===== src/rtl/ocp_pkg.sv =====
package ocp_pkg;
    localparam int N_FLAGS = 5;
    localparam int FI_OC1  = 0;
    localparam int FI_OC2  = 1;
    localparam int FI_OC3  = 2;
    localparam int FI_UV   = 3;
    localparam int FI_REL  = 4;

    typedef enum logic [1:0] {
        ST_NORM = 2'd0,
        ST_OC   = 2'd1,
        ST_UV   = 2'd2
    } prot_state_t;
endpackage


===== src/rtl/sync_bank.sv =====
module sync_bank #(
    parameter int WIDTH = 5
) (
    input  logic             clk,
    input  logic             rst_n,
    input  logic [WIDTH-1:0] d_async,
    output logic [WIDTH-1:0] q_sync
);
    for (genvar i = 0; i < WIDTH; i++) begin : g_bit
        logic meta, stab;
        always_ff @(posedge clk or negedge rst_n) begin
            if (!rst_n) begin
                meta <= 1'b0;
                stab <= 1'b0;
            end else begin
                meta <= d_async[i];
                stab <= meta;
            end
        end
        assign q_sync[i] = stab;
    end
endmodule


===== src/rtl/qual_timer.sv =====
module qual_timer #(
    parameter int MAX_EXP = 14,
    localparam int EXP_W  = $clog2(MAX_EXP + 1),
    localparam int CNT_W  = MAX_EXP + 1
) (
    input  logic             clk,
    input  logic             rst_n,
    input  logic             arm,
    input  logic             fire,
    input  logic [EXP_W-1:0] exp_sel,
    output logic             done
);
    logic [EXP_W-1:0] exp_eff;
    logic [CNT_W-1:0] span, last, cnt;
    logic             reached;

    always_comb begin
        exp_eff = (exp_sel > EXP_W'(MAX_EXP)) ? EXP_W'(MAX_EXP) : exp_sel;
        span    = CNT_W'(1) << exp_eff;
        last    = span - CNT_W'(1);
        reached = (cnt == last);
        done    = arm & fire & reached;
    end

    always_ff @(posedge clk or negedge rst_n) begin
        if (!rst_n)        cnt <= '0;
        else if (!arm)     cnt <= '0;
        else if (!reached) cnt <= cnt + CNT_W'(1);
    end

    // a dropped condition leaves the count at zero
    a_r6_timer_clears: assert property (@(posedge clk) disable iff (!rst_n)
        !arm |=> (cnt == '0));
    // the count never runs past its terminal value
    a_r2_count_bounded: assert property (@(posedge clk) disable iff (!rst_n)
        (cnt <= last) || !$stable(exp_sel));
endmodule


===== src/rtl/ocp_seq.sv =====
module ocp_seq
    import ocp_pkg::*;
#(
    parameter int MAX_EXP = 14,
    localparam int EXP_W  = $clog2(MAX_EXP + 1)
) (
    input  logic             clk,
    input  logic             rst_n,
    input  logic             oc1_async,
    input  logic             oc2_async,
    input  logic             oc3_async,
    input  logic             uv_async,
    input  logic             rel_async,
    input  logic             lvl3_on,
    input  logic             pol_high,
    input  logic [EXP_W-1:0] dly1_exp,
    input  logic [EXP_W-1:0] dly2_exp,
    input  logic [EXP_W-1:0] dly3_exp,
    input  logic [EXP_W-1:0] dlyuv_exp,
    output logic             dsg_pull_low,
    output logic             load_pd_en
);
    logic [N_FLAGS-1:0] raw_flags, syn;
    prot_state_t        state, nxt;
    logic               in_norm, fault;
    logic               q1, q2, q3, quv;

    assign raw_flags[FI_OC1] = oc1_async;
    assign raw_flags[FI_OC2] = oc2_async;
    assign raw_flags[FI_OC3] = oc3_async;
    assign raw_flags[FI_UV]  = uv_async;
    assign raw_flags[FI_REL] = rel_async;

    sync_bank #(.WIDTH(N_FLAGS)) u_sync (
        .clk(clk), .rst_n(rst_n), .d_async(raw_flags), .q_sync(syn)
    );

    assign in_norm = (state == ST_NORM);

    qual_timer #(.MAX_EXP(MAX_EXP)) u_t1 (
        .clk(clk), .rst_n(rst_n), .arm(in_norm & syn[FI_OC1]),
        .fire(1'b1), .exp_sel(dly1_exp), .done(q1)
    );
    // level-2 delay runs from the level-1 crossing
    qual_timer #(.MAX_EXP(MAX_EXP)) u_t2 (
        .clk(clk), .rst_n(rst_n), .arm(in_norm & (syn[FI_OC1] | syn[FI_OC2])),
        .fire(syn[FI_OC2]), .exp_sel(dly2_exp), .done(q2)
    );
    qual_timer #(.MAX_EXP(MAX_EXP)) u_t3 (
        .clk(clk), .rst_n(rst_n), .arm(in_norm & lvl3_on & syn[FI_OC3]),
        .fire(1'b1), .exp_sel(dly3_exp), .done(q3)
    );
    qual_timer #(.MAX_EXP(MAX_EXP)) u_tuv (
        .clk(clk), .rst_n(rst_n), .arm(in_norm & syn[FI_UV]),
        .fire(1'b1), .exp_sel(dlyuv_exp), .done(quv)
    );

    // state register
    always_ff @(posedge clk or negedge rst_n) begin
        if (!rst_n) state <= ST_NORM;
        else        state <= nxt;
    end

    // transitions
    always_comb begin
        nxt = state;
        unique case (state)
            ST_NORM: begin
                if (q1 | q2 | q3) nxt = ST_OC;
                else if (quv)     nxt = ST_UV;
            end
            ST_OC:   if (syn[FI_REL]) nxt = ST_NORM;
            ST_UV:   if (!syn[FI_UV]) nxt = ST_NORM;
            default: nxt = ST_NORM;
        endcase
    end

    // outputs
    always_comb begin
        fault        = (state != ST_NORM);
        load_pd_en   = fault;
        dsg_pull_low = fault ^ pol_high;
    end

    a_r7_oc_latched: assert property (@(posedge clk) disable iff (!rst_n)
        (state == ST_OC && !syn[FI_REL]) |=> (state == ST_OC));
    a_r10_no_uv_from_oc: assert property (@(posedge clk) disable iff (!rst_n)
        (state == ST_OC) |=> (state != ST_UV));
    a_r9_uv_exit: assert property (@(posedge clk) disable iff (!rst_n)
        (state == ST_UV && !syn[FI_UV]) |=> (state == ST_NORM));
    a_r2_needs_flag: assert property (@(posedge clk) disable iff (!rst_n)
        (state == ST_NORM && !syn[FI_OC1] && !syn[FI_OC2] && !syn[FI_OC3])
        |=> (state != ST_OC));
    a_r5_lvl3_off: assert property (@(posedge clk) disable iff (!rst_n)
        !lvl3_on |-> !q3);
endmodule


===== config.mk =====
export PLATFORM = sky130hd
export DESIGN_NAME = ocp_seq
export DESIGN_NICKNAME = d
export VERILOG_FILES = /design/src/rtl/ocp_pkg.sv /design/src/rtl/sync_bank.sv /design/src/rtl/qual_timer.sv /design/src/rtl/ocp_seq.sv
export SDC_FILE = /design/constraint.sdc
export NUM_CORES = 1
export LEC_CHECK = 0
export ABC_AREA = 1
export BUFFER_PORTS_ARGS = -buffer_cell sky130_fd_sc_hd__buf_2
export CELL_PAD_IN_SITES_DETAIL_PLACEMENT = 1
export CELL_PAD_IN_SITES_GLOBAL_PLACEMENT = 2
export CORE_ASPECT_RATIO = 1.4
export CORE_MARGIN = 2
export CORE_UTILIZATION = 35
export DETAILED_ROUTE_END_ITERATION = 12
export PLACE_DENSITY = 0.86
export SYNTH_ARGS = -nofsm -noshare
export SYNTH_HDL_FRONTEND = slang
export SYNTH_SLANG_ARGS = --single-unit
export TNS_END_PERCENT = 30

===== constraint.sdc =====
create_clock -name clk -period 1.8 [get_ports clk]
set_input_delay 0.09 -clock clk [delete_from_list [all_inputs] [get_ports clk]]
set_output_delay 0.09 -clock clk [all_outputs]
set_load 0.01 [all_outputs]

## Yosys cells after proc, flatten, opt, wreduce, memory -nomap -nowiden

Cells that the tools add are included.

| storage, ports and cells | value |
|---|---|
| word-level logic and storage cells | 78 |
| input bits | 25 |
| register bits after elaboration | 72 |
| output and inout bits | 2 |

| cells by class | value |
|---|---|
| $add $sub $neg | 8 |
| bitwise operators | 14 |
| eq/ne operators | 13 |
| magnitude comparators | 4 |
| shifts and indexed selects | 4 |
| reductions and logical operators | 3 |
| muxes and demuxes | 17 |

Operator list:

| cell | count |
|---|---|
| $mux 15 | 8 |
| $add 15x1->15 const B | 4 |
| $eq 15x15->1 | 4 |
| $shl 1x4->15 const A | 4 |
| $sub 15x1->15 const B | 4 |
| $gt 4x4->1 const B | 4 |
| $mux 4 | 4 |
| $and 1x1->1 | 10 |
| $ne 2x2->1 const B | 5 |
| $mux 2 | 4 |
| $pmux 2 s3 | 1 |
| $ne 3x1->1 const B | 1 |
| $or 1x1->1 | 3 |
| $reduce_and 3->1 | 1 |
| $eq 2x1->1 const B | 1 |
| $eq 2x2->1 const B | 1 |
| $logic_not 2->1 | 1 |
| $ne 2x1->1 const B | 1 |
| $reduce_bool 2->1 | 1 |
| $xor 1x1->1 | 1 |

## Longest topological paths before layout

Gate-level depths: netlist of run 1.

| logic depth | value |
|---|---|
| word-level depth | 10 |
| mapped depth | 18 |
| depth with buffers taken out | 16 |

## Cells and area by module

A second synthesis of run 1 with hierarchy kept.

| second synthesis, totals | value |
|---|---|
| cell total of the unflattened synthesis | 1094 |
| area total of the unflattened synthesis | 7050.5 µm² |

By module, submodules not included:

| module | instances | cells each | area each (µm²) | sequential area each (µm²) |
|---|---|---|---|---|
| qual_timer (u_t2 ...) | 3 | 263 | 1629.1 | 375.4 |
| qual_timer (u_t1) | 1 | 262 | 1710.4 | 375.4 |
| sync_bank | 1 | 15 | 287.8 | 250.2 |
| ocp_seq | 1 | 28 | 165.2 | 50.0 |

## Worst setup path before layout of run 1

No wires, ideal clock.

| path | value |
|---|---|
| path kind | input port to flip-flop |
| start point | input port dly2_exp[3] |
| end point | register u_t2.cnt[13] |
| setup slack | -0.271 ns |
| setup time | 0.117 ns |
| data arrival time | 1.954 ns |
| stages | 18 |
| required time | 1.683 ns |
| buffers on the path | 3 |
| path through | buf_4 nor2_8 nand2_1 ha_1 buf_2 inv_1 o21ai_0 nand3_1 nand2_1 nand2_1 nand2_1 nor3b_1 nand3_1 nor2_2 nand2_1 buf_2 nand2_1 nand2_1 |

| on the way | value |
|---|---|
| longest elaborated chain between the ends | 6 |

Ends and longest elaborated chain:

| what | line | RTL |
|---|---|---|
| start: declaration | ocp_seq.sv:17 | `input logic [EXP_W-1:0] dly2_exp,` |
| $gt 4x4->1 | qual_timer.sv:18 | `exp_eff = (exp_sel > EXP_W'(MAX_EXP)) ? EXP_W'(MAX_EXP) : exp_sel;` |
| $mux 4 * | qual_timer.sv:18 |  |
| $shl 1x4->15 * | qual_timer.sv:19 | `span = CNT_W'(1) << exp_eff;` |
| $sub 15x1->15 * | qual_timer.sv:20 | `last = span - CNT_W'(1);` |
| $eq 15x15->1 * | qual_timer.sv:21 | `reached = (cnt == last);` |
| $ne 2x2->1 (no line) * | -- |  |
| end signal: assignment | qual_timer.sv:28 | `else if (!reached) cnt <= cnt + CNT_W'(1);` |
| end: declaration | qual_timer.sv:14 | `logic [CNT_W-1:0] span, last, cnt;` |

Every way passes the cells marked *; elsewhere a longest branch is shown, timed or not.
A chain may end at the register's enable or synchronous reset.

## Final worst setup path of run 1

| path | value |
|---|---|
| start point | register u_t2.cnt[3] |
| end point | register u_t2.cnt[8] |

| on the way | value |
|---|---|
| longest elaborated chain between the ends | 3 |
| elaborated cells on any way between the ends | 5 |
| classes of those cells | add/sub: 1; eq/ne: 2; mux: 2 |

Ends and longest elaborated chain:

| what | line | RTL |
|---|---|---|
| $add 15x1->15 | qual_timer.sv:28 |  |
| $mux 15 | qual_timer.sv:28 |  |
| $mux 15 | qual_timer.sv:27 | `else if (!arm) cnt <= '0;` |

Several ways; a longest one is shown, not always the timed one. The select of a mux whose other input is x is not followed.

==> results of run 1 <==
==> sequential cells by signal (all words and copies together), names as in the netlist <==
register and cells:
u_sync.g_bit.meta 5, state 2, u_t1.cnt 15, u_sync.g_bit.stab 5, u_tuv.cnt 15, u_t2.cnt 15, u_t3.cnt 15
==> kinds of logic after synthesis <==
logic type / Yosys count / synth area share
XOR/XNOR: 60 / 0.0829
buffers and inverters: 131 / 0.0852
flip-flops: 72 / 0.280
AND/OR/NAND/NOR: 680 / 0.487
AO/OA/AOI/OAI: 57 / 0.0487
adder cells (fa/ha/maj): 8 / 0.0156
==> routing by layer <==
layer	track usage	vias to the layer above	routed length, um
met5	0	-	0
li1	-	3585	-
met3	0.0249	38	446
met2	0.441	100	12100
met4	0.0741	0	492
met1	0.257	3538	9110
==> worst max-delay path, stage by stage, from the launching register on <==
cell	delay (ns)
dfrtp_1	0.43
inv_2	0.09
buf_6	0.10
nor3_2	0.03
nor2_1	0.09
nand3_1	0.09
nor3_2	0.14
nand3_2	0.13
nor2_4	0.16
nand2_2	0.09
buf_6	0.15
nand2_1	0.06
nand2_1	0.05
==> path summary, 6_finish.rpt <==
check,from,endpoint,slack [ns]
worst max-delay path,u_t2.cnt[3],u_t2.cnt[8],0.08
max in group asynchronous,rst_n,u_tuv.cnt[0],0.97
worst min-delay path,rst_n,u_t3.cnt[3],0.27
worst max register to register,u_t2.cnt[3],u_t2.cnt[8],0.08
worst min register to register,u_sync.g_bit[3].meta,u_sync.g_bit[3].stab,0.35
min in group clk,lvl3_on,u_t3.cnt[1],0.27
==> cells in the final DEF, fill, tap and decap left out, types with 5 or more instances in the layout <==
cell type | Yosys | routed
a21oi_1 | 24 | 20
a21oi_2 | 2 | 6
buf_2 | 12 | 25
buf_4 | 5 | 121
buf_6 | 3 | 9
clkbuf_16 | 0 | 9
dfrtp_1 | 72 | 63
dfrtp_2 | 0 | 9
dlygate4sd3_1 | 0 | 6
inv_1 | 93 | 83
inv_2 | 4 | 13
nand2_1 | 305 | 284
nand2_2 | 5 | 23
nand3_1 | 119 | 110
nand3_2 | 5 | 12
nand3_4 | 1 | 5
nand3b_1 | 16 | 16
nand4_1 | 54 | 54
nor2_1 | 113 | 100
nor2_2 | 10 | 16
nor2_4 | 3 | 10
nor3_1 | 24 | 18
nor3_2 | 2 | 7
nor4_1 | 10 | 9
o21ai_0 | 16 | 14
o21ai_1 | 8 | 10
xnor2_1 | 9 | 8
xor2_1 | 50 | 50
==> Yosys cell counts, drive strengths merged <==
library cell	number
or2	4
nor2b	1
buf	20
nor3b	3
o211a	1
a21oi	26
and3	2
o21a	1
clkbuf	12
xnor2	10
nor4	10
xor2	50
nor3	27
nor2	127
nand3b	16
clkinv	2
nand3	125
dfrtp	72
o21ai	24
nand2	311
a21o	1
ha	8
o21bai	1
o211ai	2
nand4	54
inv	97
a21boi	1
==> metrics by stage <==
step / instance area, um2 / TNS [ns] / hold slack, ns / worst slack, ns / util
2_1_floorplan: 6560 / -2.78 / -0.206 / -0.137 / -
3_3_place_gp: 7670 / -11.39 / 0.0930 / -0.308 / 0.426
3_5_place_dp: 7670 / -14.10 / 0.0935 / -0.327 / 0.426
4_1_cts: 8060 / -0.00587 / 0.260 / -0.00587 / 0.448
5_1_grt: 8470 / -0.661 / 0.289 / -0.0499 / 0.471
6_report: 8470 / 0 / 0.268 / 0.0829 / 0.471
==> final cells by class <==
type,count,area (um2),area share
multi-input cells,807,4440,0.523
flip-flops and latches,72,1810,0.214
repair buffers,163,1230,0.146
inverters,99,382,0.0450
well taps,240,300,0.0354
clock buffers,11,253,0.0298
clock inverters,5,55.1,0.00650
==> power groups by stage <==
stage	clock network [mW]	registers [mW]	logic (mW)
floorplan	0	1.75	0.587
global placement	0	1.77	0.927
detailed placement	0	1.78	0.948
CTS	1.88	1.75	0.967
global route	1.96	1.77	1.19
finish	1.84	1.76	1.06
==> what timing repair did <==
action	CTS	global route
gates resized for setup	7	89
hold endpoints to repair	38	0
gates cloned	0	3
setup endpoints to repair	21	62
setup buffers	0	13
pin swaps	0	28
hold buffers	6	0
==> flow_summary.ini, run 1 <==
[power_and_ir_drop]
seqPwrFrac = 0.377
internal-power_mw = 3.25
power_density_nw_per_um2 = 549
vdd_drop_max_mv = 0.349
power.share.clock = 0.396
power.switching_mw = 1.40
leakage_nw = 4.07
combPwrFrac = 0.227
p_sw_frac = 0.301
power_mw = 4.65

[worst_setup_path]
critPathKind = flop to flop
start_kind = flop
r2r_cells = 12
end_kind = flop
cp_max_fo = 7
critical_path_required_ns = 2.02
arrival_ns = 1.94

[die]
dieArea_um2 = 19500
die_width_um = 119
fp-row-count = 58
start_util = 0.357
design.core.area_um2 = 18000
io_pins = 27
die_h_um = 164

[placed_design]
hpwl_um = 16900
place_congestion = 0.875
dp_cells = 1359
io_buffers = 26

[cts]
clk_pin_slew_ns = 0.06
clkLatencyLatePin_ns = 0.33
clockBufferDepth = 2
cts_root_buf = clkbuf_16
cts_tree = done
numCtsBuffers = 9
cts_sinks = 72
ctsHtreeMaxLevel = 3

[synthesis]
syn-num-nets = 1041
netlist.area_leader.share = 0.280
avgSynthCellArea_um2 = 6.38
synthCells = 1008
yosys_warnings = 0
synthesis.area_um2 = 6430
ys_seq_elements = 72
synth.largest_area_cell = dfrtp_1
synth_top_cells_by_area = dfrtp_1 28%, nand2_1 18%, nand3_1 9.3%
yosysUniqueCellTypes = 43
ys_seq_area_frac = 0.280

[detailed_routing]
vias = 7261
vias_per_cell = 5.20
dr.pass1.iters = 4
drt-initial-drc-count = 266
drcViolationCount = 0
wl_um = 22100
ant_nets = 0
wl_per_cell_um = 15.8

[grt]
first_global_vias = 7454
grt_antenna_before_repair = 0
grt_overflow_total = 0
grt_use_total = 0.227
grt_pass1_wl_um = 36200
grt_max_degree = 36

[status]
outcome = finished clean

[final_layout]
fin_cells = 1397
nets = 1185
final.fill_count = 2428
area_growth_pct = 31.8
drive_gt1_frac = 0.256
n_antenna_cell = 0

[sta]
final_hold_viol_count = 0
worst_pin_slew_ns = 0.505
setup_viol = 0
slew_viol_final = 0
timing.fmax_ghz = 0.582
grt_setup_unrepaired = yes
clock_skew_ns = 0.00341
timing.slew.headroom = 0.663
period_minus_slack_ns = 1.72
fin_crit_sh = 0.954

[run]
maxCapViolations = 0

[min_path]
holdCritPathClass = input port to async pin
(Power assumes the default switching activity.)
==> run 2: changes to the inputs <==
- CORE_UTILIZATION: 35 -> 38
- PLACE_DENSITY: 0.86 -> 0.92
- clock period: 1.8 -> 2.2 ns (I/O delays scaled with it)
==> flow_summary.ini, run 2 (synthesis gave the netlist of run 1 again) <==
[worst_setup_path]
startpoint = u_t1.cnt[4]
r2r_cells = 10
slowest_stage = dfrtp_1
arrival_ns = 2.15
cp_cell_sequence = inv_1, nand3_1, nand2_1, nand3_1, a21boi_0, nand2_1, nor2_2, nand3_2, nand2_1, nand2_1
r2r-end = u_t1.cnt[11]
critical_path_required_ns = 2.42
r2r_slack_ns = 0.27
end_kind = flop
start_kind = flop
crit_top_cell = nand2_1
cp_max_fo = 11
slowest_delay_ns = 0.44
r2r_start = u_t1.cnt[4]
critPathKind = flop to flop

[sta]
slew_viol_final = 0
setup_viol = 0
final_hold_viol_count = 0
timing.slew.headroom = 0.587
grt_setup_unrepaired = no
worst_pin_slew_ns = 0.615
timing.fmax_ghz = 0.519
period_minus_slack_ns = 1.93
setup_ws_ns = 0.272
clock_skew_ns = 0.00881
fin_crit_sh = 0.876

[detailed_routing]
ant_nets = 0
wl_per_cell_um = 15.7
wl_um = 20100
vias_per_cell = 5.38
drt-initial-drc-count = 329
drcViolationCount = 0
dr.pass1.iters = 4
vias = 6903

[grt]
grt_antenna_before_repair = 0
first_global_vias = 7166
grt_overflow_total = 0
grt_pass1_wl_um = 34300
grt_use_total = 0.237
grt_max_degree = 39

[die]
dieArea_um2 = 18000
design.core.area_um2 = 16700
die_h_um = 158
die_width_um = 114
io_pins = 27
start_util = 0.386
fp-row-count = 56

[status]
outcome = finished clean

[placed_design]
place_ws_ns = -0.101
place_congestion = 0.886
hpwl_um = 15900
dpl_cell_area_um2 = 7070
io_buffers = 26

[final_layout]
n_antenna_cell = 0
layout_commonest_cell = nand2_1
finalInstanceArea_um2 = 7490
area_growth_pct = 16.4
final.fill_count = 2263
nets = 1107
drive_gt1_frac = 0.127
most-common-layout-cells = 305 x nand2_1, 119 x nand3_1, 112 x nor2_1

[power_and_ir_drop]
vdd_drop_max_mv = 0.366
power_mw = 3.89
power_density_nw_per_um2 = 519
leakage_nw = 3.66

[cts]
cts_sinks = 72
numCtsBuffers = 9
ctsHtreeMaxLevel = 3
clk_pin_slew_ns = 0.06
clkLatencyLatePin_ns = 0.34
cts_tree = done
clockBufferDepth = 2
cts_root_buf = clkbuf_16

[run]
maxCapViolations = 0

[min_path]
holdCritPathClass = input port to async pin
run 2: worst max-delay path by stage:
stage	to	slack (ns)	depth (start not counted)
2_1_floorplan	u_t2.cnt[13]	0.11	18
3_3_place_gp	u_t2.cnt[13]	-0.11	8
3_5_place_dp	u_t2.cnt[8]	-0.10	8
4_1_cts	u_t2.cnt[8]	0.18	8
5_1_grt	u_t1.cnt[10]	0.02	10
6_report	u_t1.cnt[11]	0.27	10
run 2: layer usage:
layer / global-route usage / routed length (um)
met1: 0.274 / 8380
met2: 0.445 / 10800
met3: 0.0264 / 347
met4: 0.0854 / 568
met5: 0 / 0
run 2: report_power, final:
part	leakage, nW	internal (mW)	switching, mW
Sequential	0.972	1.37	0.0616
Clock	0.169	1.15	0.605
Combinational	2.52	0.263	0.445
Total	3.66	2.78	1.11
run 2: timing repair:
action | in CTS | in global routing
endpoints found under the setup margin | 11 | 11
hold endpoints to repair | 41 | 0
setup buffers | 0 | 0
hold buffers | 6 | 0
resized for setup | 1 | 1
run 2: area by class of cell:
class	count	area, um2	area share
Clock inverter	6	115	0.0154
Timing Repair Buffer	87	618	0.0826
Tap cell	203	254	0.0339
Clock buffer	10	239	0.0319
Inverter	99	372	0.0496
Multi-Input combinational cell	805	4090	0.546
Sequential cell	72	1800	0.241
run 2: stage by stage:
stage | hold slack, ns | setup TNS, ns | instances | util
after floorplan | -0.186 | 0 | 1008 | -
after global placement | 0.123 | -1.16 | 1260 | 0.424
after detailed placement | 0.124 | -1.01 | 1260 | 0.424
after CTS | 0.277 | 0 | 1282 | 0.449
after global routing | 0.306 | 0 | 1282 | 0.449
final | 0.284 | 0 | 1282 | 0.449
run 2: worst max-delay path: cells and delay by family, from the launching register on:
family	cells	cell delay [ns]
and+or+nand+nor	8	0.99
DFF	1	0.44
buffers and inverters	1	0.21
AOI/OAI and AO/OA	1	0.18
==> run 3: changes to the inputs <==
- CORE_MARGIN: 2 -> default
==> flow_summary.ini, run 3 (synthesis gave the netlist of run 1 again) <==
[worst_setup_path]
r2r_start = u_tuv.cnt[2]
r2r_slack_ns = 0.22
end_kind = flop
start_kind = input port
cp_max_fo = 11
critical_path_required_ns = 2.43
arrival_ns = 2.25
r2r_cells = 7
r2r-end = u_tuv.cnt[14]
startpoint = dlyuv_exp[2]
critPathKind = input port to flop

[cts]
ctsHtreeMaxLevel = 3
clockBufferDepth = 2
clkLatencyLatePin_ns = 0.34
cts_root_buf = clkbuf_16
numCtsBuffers = 9
cts_tree = done
clk_pin_slew_ns = 0.06
cts_sinks = 72
post_cts_buffers = 0

[min_path]
timing.hold.worst_endpoint = u_t3.cnt[2]
holdCritPathClass = input port to flop
hp-start = lvl3_on
hold_depth = 4

[detailed_routing]
drt-initial-drc-count = 212
wl_per_cell_um = 15.6
wl_um = 19800
vias_per_cell = 5.37
dr.pass1.iters = 10
vias = 6850
drcViolationCount = 1
ant_nets = 0

[final_layout]
n_antenna_cell = 0
final.fill_count = 2224
layout_commonest_cell = nand2_1
finalInstanceArea_um2 = 7480
finish.utilization = 0.457
multiInputGateArea_um2 = 4080
register_area_um2 = 1800
fin_cells = 1276
drive_gt1_frac = 0.125
nets = 1105
most-common-layout-cells = 305 x nand2_1, 119 x nand3_1, 112 x nor2_1
area_growth_pct = 16.4

[power_and_ir_drop]
leakage_nw = 3.66
power_density_nw_per_um2 = 535
vdd_drop_max_mv = 0.397
power_mw = 4.01

[sta]
fin_crit_sh = 0.920
worst_pin_slew_ns = 0.612
setup_viol = 0
final_hold_viol_count = 0
period_minus_slack_ns = 2.02
timing.slew.headroom = 0.592
clock_skew_ns = 0.00691
grt_setup_unrepaired = no
timing.fmax_ghz = 0.494
slew_viol_final = 0

[die]
io_pins = 27
dieArea_um2 = 17500
die_width_um = 112
fp-row-count = 55
start_util = 0.393
die_h_um = 156
design.core.area_um2 = 16400

[placed_design]
dpl_cell_area_um2 = 7050
hpwl_um = 15700
io_buffers = 26
dp_cells = 1254
place_congestion = 0.901

[grt]
grt_use_total = 0.238
grt_pass1_wl_um = 33600
grt_max_degree = 44
first_global_vias = 7195
grt_overflow_total = 0
grt_antenna_before_repair = 0

[status]
violations = design-rule violations
outcome = finished, violations left

[run]
maxCapViolations = 0
## run 3: changes by cell type in the layout (fill, tap and decap cells not counted)
cell	before	now
clkinv_4	1	0
clkinvlp_4	1	0
nor2_4	4	3
nor2_2	10	11
bufinv_16	3	4
buf_4	55	53
inv_6	1	2
## run 3: worst max-delay path by stage
stage                    end  slack [ns]  cells after the start
2_1_floorplan   u_t2.cnt[13]        0.11                     18
3_3_place_gp   u_tuv.cnt[12]       -0.12                     11
3_5_place_dp    u_tuv.cnt[4]       -0.15                     11
4_1_cts        u_tuv.cnt[14]        0.19                     11
5_1_grt         u_tuv.cnt[4]        0.05                     11
6_report       u_tuv.cnt[14]        0.18                     11
## run 3: area by class of cell
cell class	instances	share of cell area
multi-input cells	805	0.545
flip-flops and latches	72	0.241
repair buffers	85	0.0806
inverters	99	0.0496
well taps	199	0.0333
clock buffers	10	0.0319
clock inverters	6	0.0184
## run 3: power breakdown
group,internal (mW),switching (mW)
combinational,0.256,0.444
clock,1.26,0.614
sequential,1.37,0.0628
total,2.89,1.12
## run 3: stage by stage
step,hold WS (ns),worst slack [ns],TNS [ns]
finish,0.282,0.175,0
global route,0.307,0.0496,0
CTS,0.271,0.186,0
detailed placement,0.168,-0.152,-2.16
global placement,0.151,-0.122,-1.46
floorplan,-0.186,0.109,0
## run 3: what timing repair did
| item | CTS | global route |
|---|---|---|
| resized for setup | 1 | 0 |
| endpoints found under the setup margin | 1 | 0 |
| hold buffers | 6 | 0 |
| endpoints found under the hold margin | 47 | 0 |
## run 3: layer usage
layer	global-route usage	vias up	part of all wire
li1	-	3426	-
met1	0.272	3275	0.43
met2	0.449	103	0.52
met3	0.0218	46	0.018
met4	0.103	0	0.033
met5	0	-	0
## run 3: worst max-delay path, stage by stage
cell and delay [ns]:
buf_2 0.11, nor2_2 0.17, nand2_1 0.10, ha_1 0.31, xnor2_1 0.18, xnor2_1 0.28, nand3_1 0.15, nor3_2 0.26
nand2_1 0.32, nand3b_1 0.19, nand2_1 0.06
